## src/rtl/srs_pkg.sv

```systemverilog
package srs_pkg;

   typedef enum logic [1:0] {
      KIND_IDLE  = 2'd0,
      KIND_STACK = 2'd1,
      KIND_FREE  = 2'd2,
      KIND_FETCH = 2'd3
   } kind_e;

   typedef enum logic [1:0] {
      OP_RTI = 2'd0,
      OP_RTS = 2'd1,
      OP_RSP = 2'd2,
      OP_BAD = 2'd3
   } op_e;

   // slots in pull order of the longest sequence
   localparam int unsigned NUM_SLOTS = 5;
   localparam int unsigned SLOT_W    = 3;
   localparam int unsigned SLOT_PCH  = 3;
   localparam int unsigned SLOT_PCL  = 4;

   typedef struct packed {
      op_e        op;
      logic [2:0] npull;
      logic       nfree;
      logic [1:0] nfetch;
   } prof_t;

endpackage

```

## src/rtl/srs_decode.sv

```systemverilog
module srs_decode
   import srs_pkg::*;
#(
   parameter int unsigned     DW        = 8,
   parameter logic [DW-1:0]   OPC_RTI   = 8'h80,
   parameter logic [DW-1:0]   OPC_RTS   = 8'h81,
   parameter logic [DW-1:0]   OPC_RSP   = 8'h9C,
   parameter int unsigned     RTI_FETCH = 3,
   parameter int unsigned     RTS_FETCH = 2
) (
   input  logic [DW-1:0] opcode_i,
   output prof_t         prof_o
);

   if (RTI_FETCH > 3 || RTS_FETCH > 3) begin : g_bad_fetch
      $error("srs_decode: fetch counts must fit in two bits");
   end
   if (OPC_RTI == OPC_RTS || OPC_RTI == OPC_RSP || OPC_RTS == OPC_RSP) begin : g_bad_opc
      $error("srs_decode: opcodes must be distinct");
   end

   localparam logic [1:0] RTI_F = RTI_FETCH[1:0];
   localparam logic [1:0] RTS_F = RTS_FETCH[1:0];

   always_comb begin
      prof_o = '{op: OP_BAD, npull: 3'd0, nfree: 1'b1, nfetch: 2'd0};
      if (opcode_i == OPC_RTI) begin
         prof_o = '{op: OP_RTI, npull: 3'(NUM_SLOTS), nfree: 1'b1, nfetch: RTI_F};
      end else if (opcode_i == OPC_RTS) begin
         prof_o = '{op: OP_RTS, npull: 3'(NUM_SLOTS - SLOT_PCH), nfree: 1'b1, nfetch: RTS_F};
      end else if (opcode_i == OPC_RSP) begin
         prof_o = '{op: OP_RSP, npull: 3'd0, nfree: 1'b0, nfetch: 2'd1};
      end
   end

endmodule

```

## src/rtl/srs_seq.sv

```systemverilog
module srs_seq
   import srs_pkg::*;
#(
   parameter int unsigned CNT_W = 4
) (
   input  logic              clk,
   input  logic              rst_n,
   input  logic              start_i,
   input  prof_t             prof_i,
   output logic              busy_o,
   output logic              done_o,
   output kind_e             kind_o,
   output logic              rd_o,
   output logic              cap_o,
   output logic [SLOT_W-1:0] cap_slot_o,
   output logic              rsp_o
);

   localparam int unsigned MAX_LEN = NUM_SLOTS + 1 + 3;

   if ((2 ** CNT_W) <= MAX_LEN) begin : g_bad_cnt
      $error("srs_seq: CNT_W too narrow for the longest sequence");
   end

   logic             busy_q;
   prof_t            prof_q;
   logic [CNT_W-1:0] cyc_q;
   logic [CNT_W-1:0] n_pull, n_free, total, slot_w;
   logic             last;

   assign n_pull = CNT_W'(prof_q.npull);
   assign n_free = CNT_W'(prof_q.nfree);
   assign total  = n_pull + n_free + CNT_W'(prof_q.nfetch);
   assign last   = busy_q && (cyc_q == total);

   always_comb begin
      if (!busy_q)                     kind_o = KIND_IDLE;
      else if (cyc_q <= n_pull)        kind_o = KIND_STACK;
      else if (cyc_q <= n_pull + n_free) kind_o = KIND_FREE;
      else                             kind_o = KIND_FETCH;
   end

   // a byte read in cycle k is captured in cycle k+1
   assign slot_w     = cyc_q + CNT_W'(NUM_SLOTS - 2) - n_pull;
   assign cap_o      = busy_q && (cyc_q >= CNT_W'(2)) && (cyc_q <= n_pull + CNT_W'(1));
   assign cap_slot_o = slot_w[SLOT_W-1:0];
   assign rd_o       = (kind_o == KIND_STACK);
   assign rsp_o      = busy_q && (prof_q.op == OP_RSP);
   assign busy_o     = busy_q;
   assign done_o     = last;

   always_ff @(posedge clk or negedge rst_n) begin
      if (!rst_n) begin
         busy_q <= 1'b0;
         prof_q <= '{op: OP_BAD, npull: 3'd0, nfree: 1'b0, nfetch: 2'd0};
         cyc_q  <= '0;
      end else if (!busy_q) begin
         if (start_i) begin
            busy_q <= 1'b1;
            prof_q <= prof_i;
            cyc_q  <= CNT_W'(1);
         end
      end else if (last) begin
         busy_q <= 1'b0;
         cyc_q  <= '0;
      end else begin
         cyc_q  <= cyc_q + CNT_W'(1);
      end
   end

endmodule

```

## src/rtl/srs_sp_unit.sv

```systemverilog
module srs_sp_unit #(
   parameter int unsigned   AW     = 16,
   parameter int unsigned   DW     = 8,
   parameter logic [AW-1:0] SP_RST = 16'h00FF
) (
   input  logic          clk,
   input  logic          rst_n,
   input  logic          inc_i,
   input  logic          rsp_i,
   input  logic          load_i,
   input  logic [AW-1:0] load_val_i,
   output logic [AW-1:0] sp_o,
   output logic [AW-1:0] next_addr_o
);

   if (AW <= DW) begin : g_bad_w
      $error("srs_sp_unit: stack pointer must be wider than one byte");
   end

   logic [AW-1:0] sp_q;
   logic [AW-1:0] sp_inc;

   assign sp_inc      = sp_q + AW'(1);
   assign next_addr_o = sp_inc;
   assign sp_o        = sp_q;

   always_ff @(posedge clk or negedge rst_n) begin
      if (!rst_n)      sp_q <= SP_RST;
      else if (inc_i)  sp_q <= sp_inc;
      else if (rsp_i)  sp_q <= {sp_q[AW-1:DW], {DW{1'b1}}};
      else if (load_i) sp_q <= load_val_i;
   end

endmodule

```

## src/rtl/srs_regs.sv

```systemverilog
module srs_regs
   import srs_pkg::*;
#(
   parameter int unsigned AW        = 16,
   parameter int unsigned DW        = 8,
   parameter bit          ATOMIC_PC = 1'b1
) (
   input  logic              clk,
   input  logic              rst_n,
   input  logic              cap_i,
   input  logic [SLOT_W-1:0] slot_i,
   input  logic [DW-1:0]     rdata_i,
   output logic [DW-1:0]     ccr_o,
   output logic [DW-1:0]     acc_o,
   output logic [DW-1:0]     xlo_o,
   output logic [AW-1:0]     pc_o
);

   localparam int unsigned NBYTE = SLOT_PCH;

   if (AW != 2 * DW) begin : g_bad_pc
      $error("srs_regs: program counter must be two bytes wide");
   end

   logic [DW-1:0] byte_q [NBYTE];
   logic [AW-1:0] pc_q;

   for (genvar g = 0; g < NBYTE; g++) begin : g_byte
      always_ff @(posedge clk or negedge rst_n) begin
         if (!rst_n) byte_q[g] <= '0;
         else if (cap_i && slot_i == SLOT_W'(g)) byte_q[g] <= rdata_i;
      end
   end

   if (ATOMIC_PC) begin : g_pc_staged
      logic [DW-1:0] pch_q;
      always_ff @(posedge clk or negedge rst_n) begin
         if (!rst_n) begin
            pch_q <= '0;
            pc_q  <= '0;
         end else if (cap_i) begin
            if (slot_i == SLOT_W'(SLOT_PCH)) pch_q <= rdata_i;
            if (slot_i == SLOT_W'(SLOT_PCL)) pc_q  <= {pch_q, rdata_i};
         end
      end
   end else begin : g_pc_direct
      always_ff @(posedge clk or negedge rst_n) begin
         if (!rst_n) begin
            pc_q <= '0;
         end else if (cap_i) begin
            if (slot_i == SLOT_W'(SLOT_PCH)) pc_q[AW-1:DW] <= rdata_i;
            if (slot_i == SLOT_W'(SLOT_PCL)) pc_q[DW-1:0]  <= rdata_i;
         end
      end
   end

   assign ccr_o = byte_q[0];
   assign acc_o = byte_q[1];
   assign xlo_o = byte_q[2];
   assign pc_o  = pc_q;

endmodule

```

## src/rtl/stack_return_seq.sv

```systemverilog
module stack_return_seq
   import srs_pkg::*;
#(
   parameter int unsigned   AW        = 16,
   parameter int unsigned   DW        = 8,
   parameter logic [AW-1:0] SP_RST    = 16'h00FF,
   parameter logic [DW-1:0] OPC_RTI   = 8'h80,
   parameter logic [DW-1:0] OPC_RTS   = 8'h81,
   parameter logic [DW-1:0] OPC_RSP   = 8'h9C,
   parameter int unsigned   RTI_FETCH = 3,
   parameter int unsigned   RTS_FETCH = 2,
   parameter int unsigned   CNT_W     = 4,
   parameter bit            ATOMIC_PC = 1'b1
) (
   input  logic          clk,
   input  logic          rst_n,
   input  logic          start_i,
   input  logic [DW-1:0] opcode_i,
   input  logic          sp_load_i,
   input  logic [AW-1:0] sp_load_val_i,
   output logic          mem_rd_o,
   output logic [AW-1:0] mem_addr_o,
   input  logic [DW-1:0] mem_rdata_i,
   output logic          busy_o,
   output logic          done_o,
   output logic [1:0]    cyc_kind_o,
   output logic [AW-1:0] sp_o,
   output logic [AW-1:0] pc_o,
   output logic [DW-1:0] ccr_o,
   output logic [DW-1:0] acc_o,
   output logic [DW-1:0] xlo_o
);

   prof_t             prof;
   kind_e             kind;
   logic              rd, cap, rsp, busy;
   logic [SLOT_W-1:0] cap_slot;
   logic [AW-1:0]     next_addr;

   srs_decode #(
      .DW(DW), .OPC_RTI(OPC_RTI), .OPC_RTS(OPC_RTS), .OPC_RSP(OPC_RSP),
      .RTI_FETCH(RTI_FETCH), .RTS_FETCH(RTS_FETCH)
   ) u_dec (
      .opcode_i (opcode_i),
      .prof_o   (prof)
   );

   srs_seq #(.CNT_W(CNT_W)) u_seq (
      .clk        (clk),
      .rst_n      (rst_n),
      .start_i    (start_i),
      .prof_i     (prof),
      .busy_o     (busy),
      .done_o     (done_o),
      .kind_o     (kind),
      .rd_o       (rd),
      .cap_o      (cap),
      .cap_slot_o (cap_slot),
      .rsp_o      (rsp)
   );

   srs_sp_unit #(.AW(AW), .DW(DW), .SP_RST(SP_RST)) u_sp (
      .clk         (clk),
      .rst_n       (rst_n),
      .inc_i       (rd),
      .rsp_i       (rsp),
      .load_i      (sp_load_i && !busy),
      .load_val_i  (sp_load_val_i),
      .sp_o        (sp_o),
      .next_addr_o (next_addr)
   );

   srs_regs #(.AW(AW), .DW(DW), .ATOMIC_PC(ATOMIC_PC)) u_regs (
      .clk     (clk),
      .rst_n   (rst_n),
      .cap_i   (cap),
      .slot_i  (cap_slot),
      .rdata_i (mem_rdata_i),
      .ccr_o   (ccr_o),
      .acc_o   (acc_o),
      .xlo_o   (xlo_o),
      .pc_o    (pc_o)
   );

   assign busy_o     = busy;
   assign mem_rd_o   = rd;
   assign mem_addr_o = rd ? next_addr : '0;
   assign cyc_kind_o = kind;

endmodule

```

## config.mk

```make
export PLATFORM = sky130hd
export DESIGN_NAME = stack_return_seq
export DESIGN_NICKNAME = d
export VERILOG_FILES = /design/src/rtl/srs_pkg.sv /design/src/rtl/srs_decode.sv /design/src/rtl/srs_seq.sv /design/src/rtl/srs_sp_unit.sv /design/src/rtl/srs_regs.sv /design/src/rtl/stack_return_seq.sv
export SDC_FILE = /design/constraint.sdc
export NUM_CORES = 1
export LEC_CHECK = 0
export BUFFER_PORTS_ARGS = -buffer_cell sky130_fd_sc_hd__buf_2
export CORE_MARGIN = 3
export CORE_UTILIZATION = 55
export CTS_BUF_LIST = sky130_fd_sc_hd__clkbuf_4 sky130_fd_sc_hd__clkbuf_8
export CTS_CLUSTER_SIZE = 14
export DETAILED_ROUTE_END_ITERATION = 7
export HOLD_SLACK_MARGIN = 0.02
export PLACE_DENSITY = 0.83
export SYNTH_ARGS = -nofsm -noshare
export SYNTH_HDL_FRONTEND = slang
export SYNTH_SLANG_ARGS = --single-unit
```

## constraint.sdc

```tcl
create_clock -name clk -period 3 [get_ports clk]
set_clock_uncertainty 0.1 [all_clocks]
set_input_delay 0.45 -clock clk [delete_from_list [all_inputs] [get_ports clk]]
set_output_delay 0.45 -clock clk [all_outputs]
set_load 0.01 [all_outputs]
```

# Yosys cells after proc, flatten, opt, wreduce, memory -nomap -nowiden
# Cells that the tools add are included.
classes:
  n_addsub: 7
  order_cmp: 4
  eq_ne: 11
  n_mux: 16
  bitwise_logic: 1
  reduce_logical: 17
op_table:
  columns: ["operator", "count"]
  rows:
  - ["16-bit 2-to-1 mux", 4]
  - ["8-bit equality test (second input constant)", 3]
  - ["16-bit by 1-bit adder with 16-bit output (second input constant)", 1]
  - ["8-bit 2-to-1 mux", 2]
  - ["4-bit 2-to-1 mux", 3]
  - ["4-bit less-or-equal comparator", 2]
  - ["1-bit logical AND", 8]
  - ["2-bit AND reduction", 4]
  - ["7-bit 2-to-1 mux", 1]
  - ["3-bit by 2-bit equality test with 1-bit output (second input constant)", 2]
  - ["3-bit by 1-bit adder with 4-bit output", 1]
  - ["3-bit by 1-bit adder with 4-bit output (second input constant)", 1]
  - ["4-bit by 1-bit adder with 4-bit output (second input constant)", 1]
  - ["4-bit by 2-bit adder with 4-bit output", 1]
  - ["4-bit equality test", 1]
  - ["4-bit by 2-bit greater-or-equal comparator with 1-bit output (second input constant)", 1]
  - ["4-bit by 3-bit less-or-equal comparator with 1-bit output", 1]
  - ["1-bit 2-to-1 mux", 4]
  - ["2-bit 2-to-1 mux", 2]
  - ["2-bit nonzero test", 2]
  - ["3-bit by 2-bit adder with 3-bit output (second input constant)", 1]
  - ["3-bit by 1-bit equality test with 1-bit output (second input constant)", 1]
  - ["3-bit equality test (second input constant)", 1]
  - ["3-bit zero test", 1]
  - ["7 further kinds", 7]
totals:
  reg_bits: 77
  inputBits: 36
  out_inout_bits: 77
  elab_cells: 69

# Longest topological paths before layout
# Gate-level depths: netlist of run 1.
logic_depth:
  ltp_word: 8
  depth_mapped: 10
  ltp_nobuf: 9

# By module
# Synthesis of run 1 repeated with hierarchy kept, for this count alone.
hier_totals:
  hier_cells: 390
  area_unflattened_um2: 4403.0
modules_own_cells:
  columns: ["module", "instances", "cells_each", "area_per_inst_um2", "seq_area_each_um2"]
  rows:
  - ["srs_regs", 1, 105, 1833.0, 1201.2]
  - ["srs_sp_unit", 1, 140, 1263.7, 410.4]
  - ["srs_seq", 1, 113, 1066.0, 327.8]
  - ["stack_return_seq", 1, 18, 132.6, 0.0]
  - ["srs_decode", 1, 14, 107.6, 0.0]

# Worst setup path before layout of run 1
# No wires, ideal clock.
synth_timing:
  path_kind: "flip-flop to output port"
  startpoint: "reg u_seq.prof_q, in the netlist u_seq.n_pull[0]"
  endpoint: "out done_o"
  arrival_time_ns: 2.160
  required_ns: 2.450
  slack_ns: 0.290
  stages_incl_launch_ff: 9
  path_buffers: 0
  path_cell_list: "dfrtp_1 -> ha_1 -> ha_1 -> ha_1 -> a21oi_1 -> nor2_1 -> xnor2_1 -> nor4_2 -> and2_1"
synth_via:
  elab_chain_len: 4
synth_rtl:
  columns: ["item", "line", "rtl"]
  rows:
  - ["start: declaration", "srs_seq.sv:26", "prof_t prof_q;"]
  - ["start signal: assignment", "srs_seq.sv:55", "prof_q <= '{op: OP_BAD, npull: 3'd0, nfree: 1'b0, nfetch: 2'd0};"]
  - ["start signal: assignment", "srs_seq.sv:60", "prof_q <= prof_i;"]
  - ["3-bit by 1-bit adder with 4-bit output", "srs_seq.sv:33", "assign total = n_pull + n_free + CNT_W'(prof_q.nfetch);"]
  - ["4-bit by 2-bit adder with 4-bit output", "srs_seq.sv:33", null]
  - ["4-bit equality test", "srs_seq.sv:34", "assign last = busy_q && (cyc_q == total);"]
  - ["1-bit logical AND", "srs_seq.sv:34", null]
  - ["end: declaration", "stack_return_seq.sv:25", "output logic done_o,"]
# Every way passes these cells.

# Final worst setup path of run 1
# Same ends and word-level chain as after synthesis.

==> out/metrics.yaml, run 1 <==
logic_synthesis:
  netlist_area_um2: 4200
  yosysUniqueCellTypes: 56
  ys_seq_elements: 76
  yosysSeqAreaShare_pct: 45.5
  synth_commonest_cells: "dfrtp_1, mux2_2, nor2_1, inv_1, ha_1"
  syn_inst: 387
  ys_top_cells_by_area: "dfrtp_1, mux2_2, ha_1, dfstp_2, xnor2_1"
  syn_nets: 446
  ys.flop_type: "dfrtp_1"
  yosysMostFrequentCell: "dfrtp_1"
  synth_edf_count: 0
  syn_avg_cell_area_um2: 10.9
  yosys.area.top_type_share_pct: 39.3
  synth-async-reset-ratio_pct: 100
  ys.warnings.count: 0
  synth_area_leader_cell: "dfrtp_1"
pwr:
  comb_power_share_pct: 53.9
  p_int_mw: 3.42
  power.switching_mw: 2.50
  power.total_mw: 5.92
  power.density_nw_per_um2: 1120
  p_leak_nw: 2.49
  seqPwrFrac_pct: 32.0
  vdd_drop_max_mv: 0.531
  power.share.switching_pct: 42.3
  pwr-share-clk_pct: 14.2
min_path:
  hp-start: "start_i"
  whs_endpoint: "u_seq.cyc_q[1]$_DFFE_PN0P_"
  hold_depth: 2
  hold_class: "input port to flip-flop"
clocking:
  clk_latency_ps: 360
  clkTransAtPathRegs_ps: 90
  h-tree-depth: 3
  cts_buffers: 9
  cts_tree: "yes"
  clock_path_buffers: 2
  cts_root_buf: "clkbuf_8"
  clock_sinks: 76
sta:
  maxSlewViolCount: 0
  slew_headroom_pct: 57.7
  fin_crit_ps: 2930
  finalSetupTns_ps: 0
  clock.fmax_ghz: 0.341
  tightest_slew_ps: 634
  rsz0062_at_grt: "yes"
  hold_violations: 0
  setup_viol: 0
  min_period_over_period_pct: 97.8
  hold_slack_ps: 215
worst_setup_path:
  worstRegToRegCells: 9
  endpoint_kind: "output port"
  timing.rr.start: "u_seq.n_pull[0]$_DFFE_PN0P_"
  path_class: "flip-flop to output port"
  arrival_ps: 2380
  crit_fanout: 2
  r2r_slack_ps: 120
  cp.required_ps: 2450
  worst_setup_path_start_kind: "flip-flop"
  rr_endpoint: "u_regs.pc_o[0]$_DFFE_PN0P_"
floorplanning:
  core-area_um2: 7330
  die_y_um: 93.4
  dieArea_um2: 8730
  rows: 31
  start_util_pct: 57.3
  io_pins: 113
  die_x_um: 93.4
place:
  hpwl_mm: 7.27
  gp_congestion: 0.897
  placed_area_um2: 4920
  port_buffers: 112
finish:
  final_core_util_pct: 72.1
  n_antenna_cell: 0
  area_delta_synth_final_pct: 25.8
  drive_gt1_share_pct: 43.5
  final_area_um2: 5290
  nFillCells: 545
  nets: 574
detailed_routing:
  num_vias: 3469
  wire_per_inst_um: 16.3
  drc: 0
  drtAntennaViolNets: 0
  dr.first_iter.drc_count: 181
  drt_wl_total_mm: 10.1
  via_per_inst: 5.60
  firstDrtPassIters: 4
run:
  cap_viol_max_count: 0
global_route:
  grt_pass1_wl_mm: 16.1
  overflow: 0
  grt_usage_pct: 23.4
  grt_max_degree: 54
  grt_pass1_vias: 3419
  antenna_found_initial: 0
status:
  status: "finished, final reports clean"
-- through the flow --
| stage | setup WS [ps] | std cells |
|---|---|---|
| 2_1_floorplan | 290 | 387 |
| 3_3_place_gp | 332 | 596 |
| 3_5_place_dp | 265 | 596 |
| 4_1_cts | -22.5 | 616 |
| 5_1_grt | -37.1 | 619 |
| 6_report | 67.1 | 619 |
-- repair_timing --
| item | CTS | global route |
|---|---|---|
| setup buffers | 3 | 3 |
| gates resized for setup | 7 | 20 |
| hold endpoints to repair | 13 | 0 |
| hold buffers | 1 | 0 |
| endpoints found under the setup margin | 18 | 18 |
| pin swaps | 3 | 4 |
-- layer usage --
| metal | track usage (%) | wire (µm) | vias up |
|---|---|---|---|
| met4 | 7.33 | 216 | 0 |
| li1 | - | - | 1635 |
| met3 | 5.31 | 609 | 22 |
| met1 | 28.5 | 4110 | 1692 |
| met2 | 41.0 | 5170 | 120 |
| met5 | 0 | 0 | - |
-- cell families after synthesis --
group | synth area share, %
buffers and inverters | 3.69
flip-flops | 45.5
AO/OA/AOI/OAI | 10.0
AND/OR/NAND/NOR | 14.0
adder cells (fa/ha/maj) | 7.02
XOR/XNOR | 5.80
multiplexers | 13.9
-- flip-flops by register name, summed over array words and instances (netlist names) --
name / flops
u_regs.pc_o: 16
u_sp.sp_o: 16
u_regs.acc_o: 8
u_regs.ccr_o: 8
u_regs.g_pc_staged.pch_q: 8
u_regs.xlo_o: 8
u_seq.cyc_q: 4
u_seq.prof_q: 4
u_seq.n_pull: 2
u_seq.busy_o: 1
u_seq.n_free: 1
-- how the worst max path moves through the flow --
| stage | startpoint | end | slack [ps] | cells after the start |
|---|---|---|---|---|
| 3_3_place_gp | u_seq.n_pull[0]$_DFFE_PN0P_ | done_o | 330 | 9 |
| 2_1_floorplan | u_seq.n_pull[0]$_DFFE_PN0P_ | done_o | 290 | 8 |
| 4_1_cts | u_seq.n_free[0]$_DFFE_PN0P_ | done_o | -20 | 9 |
| 6_report | u_seq.n_pull[0]$_DFFE_PN0P_ | done_o | 70 | 8 |
| 5_1_grt | u_seq.n_pull[0]$_DFFE_PN0P_ | done_o | -40 | 8 |
| 3_5_place_dp | u_seq.n_pull[0]$_DFFE_PN0P_ | u_regs.acc_o[4]$_DFFE_PN0P_ | 270 | 7 |
-- placed cells by master, fill, tap and decap left out, drive strengths merged, types with 3 or more instances in the layout --
cell type | Yosys | routed
clkbuf | 5 | 9
a211oi | 9 | 9
dfrtp | 66 | 66
nor2b | 8 | 8
nand4 | 5 | 5
nand3 | 12 | 12
ha | 22 | 22
buf | 8 | 129
dfstp | 10 | 10
and2 | 3 | 3
xor2 | 10 | 10
inv | 24 | 29
nor3 | 9 | 9
nand2 | 20 | 20
nor3b | 3 | 3
o21ai | 11 | 11
a21oi | 15 | 15
o32ai | 5 | 5
nor4 | 7 | 7
nor2 | 30 | 30
mux2 | 51 | 51
nand3b | 3 | 3
o22ai | 5 | 5
xnor2 | 17 | 17
-- layout make-up --
type,count,area (µm²),share of cell area (%)
Clock buffer,9,124,2.34
Clock inverter,7,85.1,1.61
Inverter,24,96.3,1.82
Multi-Input combinational cell,274,2220,42.0
Sequential cell,76,1920,36.3
Tap cell,99,124,2.34
Timing Repair Buffer,130,722,13.7
-- critical path, cell delays in order (launching register included) --
cell	delay, ps
dfrtp_2	430
ha_4	170
ha_4	270
inv_2	40
fa_2	520
xnor2_1	80
nor4_2	240
and2_1	160
buf_2	120
-- power by group through the flow --
stage | Sequential, mW | Combinational [mW] | Clock, mW
floorplan | 2.01 | 1.83 | 0
global placement | 1.87 | 2.94 | 0
detailed placement | 1.89 | 3.04 | 0
CTS | 1.88 | 3.09 | 0.863
global route | 1.95 | 3.48 | 0.913
finish | 1.89 | 3.19 | 0.838
(Power assumes the default switching activity.)
==> run 2: changes to the inputs <==
--- a/config.mk
+++ b/config.mk
@@ -9,10 +9,10 @@
 export CORE_MARGIN = 3
 export CORE_UTILIZATION = 55
 export CTS_BUF_LIST = sky130_fd_sc_hd__clkbuf_4 sky130_fd_sc_hd__clkbuf_8
-export CTS_CLUSTER_SIZE = 14
 export DETAILED_ROUTE_END_ITERATION = 7
 export HOLD_SLACK_MARGIN = 0.02
-export PLACE_DENSITY = 0.83
+export PLACE_DENSITY = 0.82
 export SYNTH_ARGS = -nofsm -noshare
 export SYNTH_HDL_FRONTEND = slang
+export SYNTH_HIERARCHICAL = 1
 export SYNTH_SLANG_ARGS = --single-unit
==> run 2 against run 1 <==
The flow now finishes with violations (negative setup slack); design area grew 6.6%; first-iteration DRC count grew 38%; count of clock-buffer cells in the layout grew 1; critical path type unchanged; combinational power grew 28%; non-clock buffer count grew 15; critical path depth grew 1; final cell count grew 1.8%; routed wire length grew 8.9%; utilization grew 2.8 points; setup slack lost 77 ps.
==> out/metrics.yaml, run 2 <==
sta:
  setup_slack_ps: -10.1  # was 67.1 ps
  hold_violations: 0  # unchanged
  maxSlewViolCount: 0  # unchanged
  finalSetupTns_ps: -10.1  # was 0 ps
  setup_viol: 1  # was 0
  min_period_over_period_pct: 100  # was 97.8%
  hold_slack_ps: 130  # was 215 ps
  fin_crit_ps: 3010  # was 2930 ps
  tightest_slew_ps: 932  # was 634 ps
  slew_headroom_pct: 37.9  # was 57.7%
  rsz0062_at_grt: "yes"  # unchanged
  clock.fmax_ghz: 0.332  # was 0.341 GHz
logic_synthesis:
  synth_edf_count: 0  # unchanged
  ys.flop_type: "dfrtp_1"  # unchanged
  synth_top_family_by_area: "simple AND/OR/NAND/NOR gates"  # unchanged
  yosys.area.top_type_share_pct: 38.1  # was 39.3%
  yosysSeqAreaShare_pct: 44.0  # was 45.5%
  yosysUniqueCellTypes: 63  # was 56
  synth_area_leader_cell: "dfrtp_1"  # unchanged
  ys.warnings.count: 6  # was 0
  yosysMostFrequentCell: "dfrtp_1"  # unchanged
  netlist_area_um2: 4400  # was 4200 µm²
  synthXorXnorAreaFrac_pct: 4.97  # was 5.80%
  syn_inst: 390  # was 387
  ys_seq_elements: 77  # was 76
  yosys.area_share.simple_pct: 17.3  # was 14.0%
  synthAdderAreaFrac_pct: 6.42  # was 7.02%
  synthMuxAreaShare_pct: 13.5  # was 13.9%
  synth-compound-area-share_pct: 8.61  # was 10.0%
  synth-async-reset-ratio_pct: 100  # unchanged
  ys_top_cells_by_area: "dfrtp_1, mux2_2, dfstp_2, ha_1, xnor2_1"  # was dfrtp_1, mux2_2, ha_1, dfstp_2, xnor2_1
  syn_nets: 448  # was 446
  syn_avg_cell_area_um2: 11.3  # was 10.9 µm²
  synth_commonest_cells: "dfrtp_1, mux2_2, nor2_1, ha_1"  # was dfrtp_1, mux2_2, nor2_1, inv_1, ha_1
status:
  violations: "negative setup slack"
  status: "finished, violations left"  # was finished, final reports clean
place:
  port_buffers: 112  # unchanged
  dp_worst_setup_slack_ps: -31.0  # was 265 ps
  placed_area_um2: 5120  # was 4920 µm²
  gp_congestion: 0.869  # was 0.897
  hpwl_mm: 7.31  # was 7.27 mm
  dp_cells: 601  # was 596
global_route:
  overflow: 0  # unchanged
  antenna_found_initial: 0  # unchanged
  grt_usage_pct: 23.6  # was 23.4%
  grt_pass1_wl_mm: 16.8  # was 16.1 mm
  grt_max_degree: 78  # was 54
  grt_pass1_vias: 3470  # was 3,419
finish:
  area_delta_synth_final_pct: 28.0  # was 25.8%
  regArea_um2: 1940  # was 1920 µm²
  n_antenna_cell: 0  # unchanged
  layout_commonest_cell: "buf_2"  # unchanged
  final_cell_mix: "buf_2, dfrtp_1, mux2_2"  # unchanged
  drive_gt1_share_pct: 51.2  # was 43.5%
  final_core_util_pct: 74.9  # was 72.1%
  nFillCells: 508  # was 545
  multi_input_area_um2: 2390  # was 2220 µm²
  nets: 584  # was 574
  final_area_um2: 5640  # was 5290 µm²
  final_cells: 630  # was 619
floorplanning:
  die_x_um: 95.5  # was 93.4 µm
  core-area_um2: 7520  # was 7330 µm²
  rows: 31  # unchanged
  die_y_um: 95.5  # was 93.4 µm
  start_util_pct: 58.5  # was 57.3%
  io_pins: 113  # unchanged
  dieArea_um2: 9110  # was 8730 µm²
detailed_routing:
  drtAntennaViolNets: 0  # unchanged
  drc: 0  # unchanged
  firstDrtPassIters: 5  # was 4
  dr.first_iter.drc_count: 249  # was 181
  drt_wl_total_mm: 11.0  # was 10.1 mm
  via_per_inst: 5.74  # was 5.60
  wire_per_inst_um: 17.5  # was 16.3 µm
  num_vias: 3617  # was 3,469
clocking:
  clock_sinks: 77  # was 76
  clk_latency_ps: 350  # was 360 ps
  cts_buffers: 9  # unchanged
  cts_tree: "yes"  # unchanged
  clkTransAtPathRegs_ps: 80  # was 90 ps
  holdBufCountCts: 0  # was 1
  clock_path_buffers: 2  # unchanged
  h-tree-depth: 3  # unchanged
  cts_root_buf: "clkbuf_8"  # unchanged
worst_setup_path:
  cp_cell_sequence: "buf_6 > ha_4 > ha_4 > inv_2 > fa_2 > xor2_1 > nand3_1 > nor3_2 > buf_2"  # was ha_4 > ha_4 > inv_2 > fa_2 > xnor2_1 > nor4_2 > and2_1 > buf_2
  critPathMostFrequentCell: "ha_4"  # unchanged
  path_class: "flip-flop to output port"  # unchanged
  crit_fanout: 2  # unchanged
  arrival_ps: 2460  # was 2380 ps
  max_stage_delay_ps: 520  # about the same
  cp.required_ps: 2450  # about the same
  cp_slowest_cell: "fa_2"  # unchanged
  worst_setup_path_start_kind: "flip-flop"  # unchanged
  endpoint_kind: "output port"  # unchanged
pwr:
  power.total_mw: 6.80  # was 5.92 mW
  p_leak_nw: 2.58  # was 2.49 nW
  power.density_nw_per_um2: 1210  # was 1120 nW/µm²
  vdd_drop_max_mv: 0.615  # was 0.531 mV
min_path:
  hold_class: "input port to asynchronous set/reset pin"  # was input port to flip-flop
run:
  cap_viol_max_count: 0  # unchanged
-- run 2: changes by cell type after synthesis, moves of 8 or more --
cell	previous run	this run
and2_2	0	12
mux2_2	41	51
mux2_1	10	1
inv_1	23	15
-- run 2: report_power, final --
part           leakage [nW]  internal [mW]  switching [mW]
clock network        0.0929          0.400           0.411
registers             0.916           1.52           0.402
logic                  1.57           2.12            1.95
total                  2.58           4.04            2.77
-- run 2: layout make-up --
class | instances | share of cell area, %
inverter | 15 | 0.999
clock buffer | 10 | 2.33
clock inverter | 6 | 1.24
multi-input combinational | 278 | 42.5
timing repair buffer | 145 | 16.4
sequential | 77 | 34.4
tap | 99 | 2.20
-- run 2: critical path: cells and delay by family, from the launching register on --
| kind | cells | cell delay, ps |
|---|---|---|
| fa+ha+maj | 3 | 940 |
| flops | 1 | 410 |
| simple gates | 2 | 270 |
| buf+inv | 3 | 340 |
| xor+xnor | 1 | 140 |
-- run 2: metal layers --
layer  vias up  GRT usage [%]  routed length, µm
met3        25           4.58                821
met1      1748           31.3               4590
met5         -              0                  0
met4         0           8.53                249
met2       171           38.5               5340
li1       1673              -                  -
-- run 2: cell families (layout without fill, tap and decap cells) --
kind of cell | after synthesis | after routing
AO/OA/AOI/OAI | 55 | 55
XOR/XNOR | 25 | 25
adder cells (fa/ha/maj) | 22 | 22
buffers and inverters | 35 | 176
flip-flops | 77 | 77
multiplexers | 53 | 53
AND/OR/NAND/NOR | 123 | 123
-- run 2: repair_timing --
item                                    in CTS  in global routing
endpoints found under the setup margin      24                 73
endpoints found under the hold margin        0                  0
cloned                                       1                  2
resized for setup                           17                 13
pin swaps                                   11                  7
buffers inserted                             5                  5
-- run 2: worst paths after layout --
kind | slack (ps) | endpoint | from | cells after the start
setup / recovery | -10 | done_o | u_seq/n_pull[0]$_DFFE_PN0P_ | 9
hold / removal | 130 | u_regs/acc_o[6]$_DFFE_PN0P_ | rst_n | 1
hold reg to reg | 410 | u_regs/ccr_o[7]$_DFFE_PN0P_ | u_regs/ccr_o[7]$_DFFE_PN0P_ | 1
max in group asynchronous | 2070 | u_sp/sp_o[14]$_DFFE_PN0P_ | rst_n | 1
setup reg to reg | 40 | u_sp/sp_o[6]$_DFFE_PN1P_ | u_seq/n_pull[0]$_DFFE_PN0P_ | 12
min in group clk | 270 | u_sp/sp_o[7]$_DFFE_PN1P_ | sp_load_val_i[7] | 3
==> run 3: changes to the inputs <==
--- a/config.mk
+++ b/config.mk
@@ -7,11 +7,11 @@
 export LEC_CHECK = 0
 export BUFFER_PORTS_ARGS = -buffer_cell sky130_fd_sc_hd__buf_2
 export CORE_MARGIN = 3
-export CORE_UTILIZATION = 55
+export CORE_UTILIZATION = 59
 export CTS_BUF_LIST = sky130_fd_sc_hd__clkbuf_4 sky130_fd_sc_hd__clkbuf_8
 export DETAILED_ROUTE_END_ITERATION = 7
 export HOLD_SLACK_MARGIN = 0.02
-export PLACE_DENSITY = 0.82
+export PLACE_DENSITY = 0.88
 export SYNTH_ARGS = -nofsm -noshare
 export SYNTH_HDL_FRONTEND = slang
 export SYNTH_HIERARCHICAL = 1
==> constraint.sdc (replaced) <==
create_clock -name clk -period 3.5 [get_ports clk]
set_clock_uncertainty 0.1 [all_clocks]
set_input_delay 0.525 -clock clk [delete_from_list [all_inputs] [get_ports clk]]
set_output_delay 0.525 -clock clk [all_outputs]
set_load 0.01 [all_outputs]
==> run 3 against run 2 <==
The flow now finishes without violations; register-to-register slack improved by 220 ps; total power decreased by 23%; setup slack improved by 200 ps; count of clock-buffer cells in the layout unchanged; utilization about the same; via count decreased by 4.0%; flip-flop and latch count unchanged; first-iteration DRC count decreased by 48%; clock power decreased by 4.9%; sequential power decreased by 14%; critical endpoint unchanged; largest cell class unchanged.
==> out/metrics.yaml, run 3 (same netlist as run 2, synthesis figures left out) <==
detailed_routing:
  drt_wl_total_mm: 10.4  # was 11.0 mm
  wire_per_inst_um: 17.3  # was 17.5 µm
  firstDrtPassIters: 4  # was 5
  drtAntennaViolNets: 0  # unchanged
  via_per_inst: 5.80  # was 5.74
  num_vias: 3474  # was 3,617
  drc: 0  # unchanged
  dr.first_iter.drc_count: 130  # was 249
global_route:
  overflow: 0  # unchanged
  grt_pass1_wl_mm: 16.7  # was 16.8 mm
  grt_pass1_vias: 3525  # was 3,470
  antenna_found_initial: 0  # unchanged
  grt_max_degree: 78  # unchanged
  grt_usage_pct: 24.4  # was 23.6%
clocking:
  clk_latency_ps: 350  # about the same
  cts_tree: "yes"  # unchanged
  holdBufCountCts: 0  # unchanged
  h-tree-depth: 3  # unchanged
  cts_root_buf: "clkbuf_8"  # unchanged
  clkTransAtPathRegs_ps: 80  # about the same
  clock_sinks: 77  # unchanged
  cts_buffers: 9  # unchanged
  clock_path_buffers: 2  # unchanged
sta:
  maxSlewViolCount: 0  # unchanged
  setup_viol: 0  # was 1
  min_period_over_period_pct: 94.5
  clock.fmax_ghz: 0.302
  tightest_slew_ps: 953  # was 932 ps
  rsz0062_at_grt: "no"  # was yes
  fin_crit_ps: 3310
  finalSetupTns_ps: 0  # was -10.1 ps
  slew_headroom_pct: 36.5  # was 37.9%
  setup_slack_ps: 192  # was -10.1 ps
  hold_violations: 0  # unchanged
place:
  dp_cells: 583  # was 601
  dp_worst_setup_slack_ps: 269  # was -31.0 ps
  gp_congestion: 0.900  # was 0.869
  hpwl_mm: 7.42  # was 7.31 mm
  port_buffers: 112  # unchanged
pwr:
  power.share.switching_pct: 41.2  # was 40.7%
  power.switching_mw: 2.17  # was 2.77 mW
  pwr-share-clk_pct: 14.6  # was 11.9%
  seqPwrFrac_pct: 31.4  # was 28.2%
  p_leak_nw: 2.40  # was 2.58 nW
  power.density_nw_per_um2: 1000  # was 1210 nW/µm²
  p_int_mw: 3.10  # was 4.04 mW
  comb_power_share_pct: 54.0  # was 59.9%
  vdd_drop_max_mv: 0.724  # was 0.615 mV
finish:
  final_cells: 599  # was 630
  drive_gt1_share_pct: 45.5  # was 51.2%
  final_cell_mix: "buf_2, dfrtp_1, mux2_2"  # unchanged
  nets: 556  # was 584
  layout_commonest_cell: "buf_2"  # unchanged
  final_core_util_pct: 74.9  # about the same
  n_antenna_cell: 0  # unchanged
  regArea_um2: 1940  # unchanged
  nFillCells: 468  # was 508
  multi_input_area_um2: 2280  # was 2390 µm²
  area_delta_synth_final_pct: 19.4  # was 28.0%
worst_setup_path:
  path_class: "flip-flop to output port"  # unchanged
  worst_setup_path_start_kind: "flip-flop"  # unchanged
  cp.required_ps: 2870  # was 2450 ps
  arrival_ps: 2680  # was 2460 ps
  endpoint_kind: "output port"  # unchanged
  crit_fanout: 5  # was 2
floorplanning:
  io_pins: 113  # unchanged
  die_y_um: 92.4  # was 95.5 µm
  dieArea_um2: 8530  # was 9110 µm²
  core-area_um2: 7020  # was 7520 µm²
  start_util_pct: 62.7  # was 58.5%
  die_x_um: 92.4  # was 95.5 µm
  rows: 30  # was 31
min_path:
  hold_class: "input port to asynchronous set/reset pin"  # unchanged
run:
  cap_viol_max_count: 0  # unchanged
status:
  status: "finished, final reports clean"  # was finished, violations left
==> run 3: power by group through the flow <==
stage / Combinational, mW / Clock, mW / Sequential (mW)
detailed placement: 2.81 / 0 / 1.66
floorplan: 1.88 / 0 / 1.69
global route: 3.10 / 0.817 / 1.70
finish: 2.84 / 0.770 / 1.65
global placement: 2.71 / 0 / 1.63
CTS: 2.83 / 0.786 / 1.65
==> run 3: layout make-up <==
class	instances	share of cell area [%]
clock buffers	10	2.62
clock inverters	6	1.74
inverters	15	1.07
multi-input cells	278	43.5
flip-flops and latches	77	36.9
well taps	96	2.29
repair buffers	117	11.9
==> run 3: critical path, stage by stage (launching register included) <==
cell	delay (ps)
dfrtp_1	440
ha_1	250
ha_1	310
inv_1	90
fa_1	410
xor2_1	170
xnor2_1	130
nand3_1	150
nor3_4	200
buf_2	170
==> run 3: through the flow <==
step / instance area [µm²] / power [mW] / hold WS [ps]
detailed placement: 5010 / 4.47 / 387
CTS: 5240 / 5.27 / 247
global route: 5260 / 5.62 / 281
finish: 5260 / 5.27 / 227
global placement: 5010 / 4.34 / 366
floorplan: 4400 / 3.58 / 129
==> run 3: final timing paths <==
kind                                                    startpoint                                 endpoint  slack, ps  depth (start not counted)
max reg2reg                            u_seq/n_pull[0]$_DFFE_PN0P_              u_regs/pc_o[12]$_DFFE_PN0P_        260                         11
min                                                          rst_n               u_seq/cyc_q[3]$_DFFE_PN0P_        230                          1
min reg2reg                u_regs/g_pc_staged.pch_q[1]$_DFFE_PN0P_  u_regs/g_pc_staged.pch_q[1]$_DFFE_PN0P_        410                          1
max in group asynchronous                                    rst_n                u_sp/sp_o[12]$_DFFE_PN0P_       2460                          1
min in group clk                                  sp_load_val_i[5]                 u_sp/sp_o[5]$_DFFE_PN1P_        330                          3
max                                    u_seq/n_pull[0]$_DFFE_PN0P_                                   done_o        190                          9
==> run 3: per-layer routing <==
| metal | wire [µm] | track usage (%) |
|---|---|---|
| met1 | 4260 | 29.1 |
| met2 | 5300 | 43.1 |
| met3 | 660 | 6.17 |
| met4 | 133 | 7.92 |
| met5 | 0 | 0 |
==> run 3: what timing repair did <==
action | CTS | global route
endpoints found under the setup margin | 0 | 2
buffers inserted | 0 | 0
resized for setup | 0 | 2
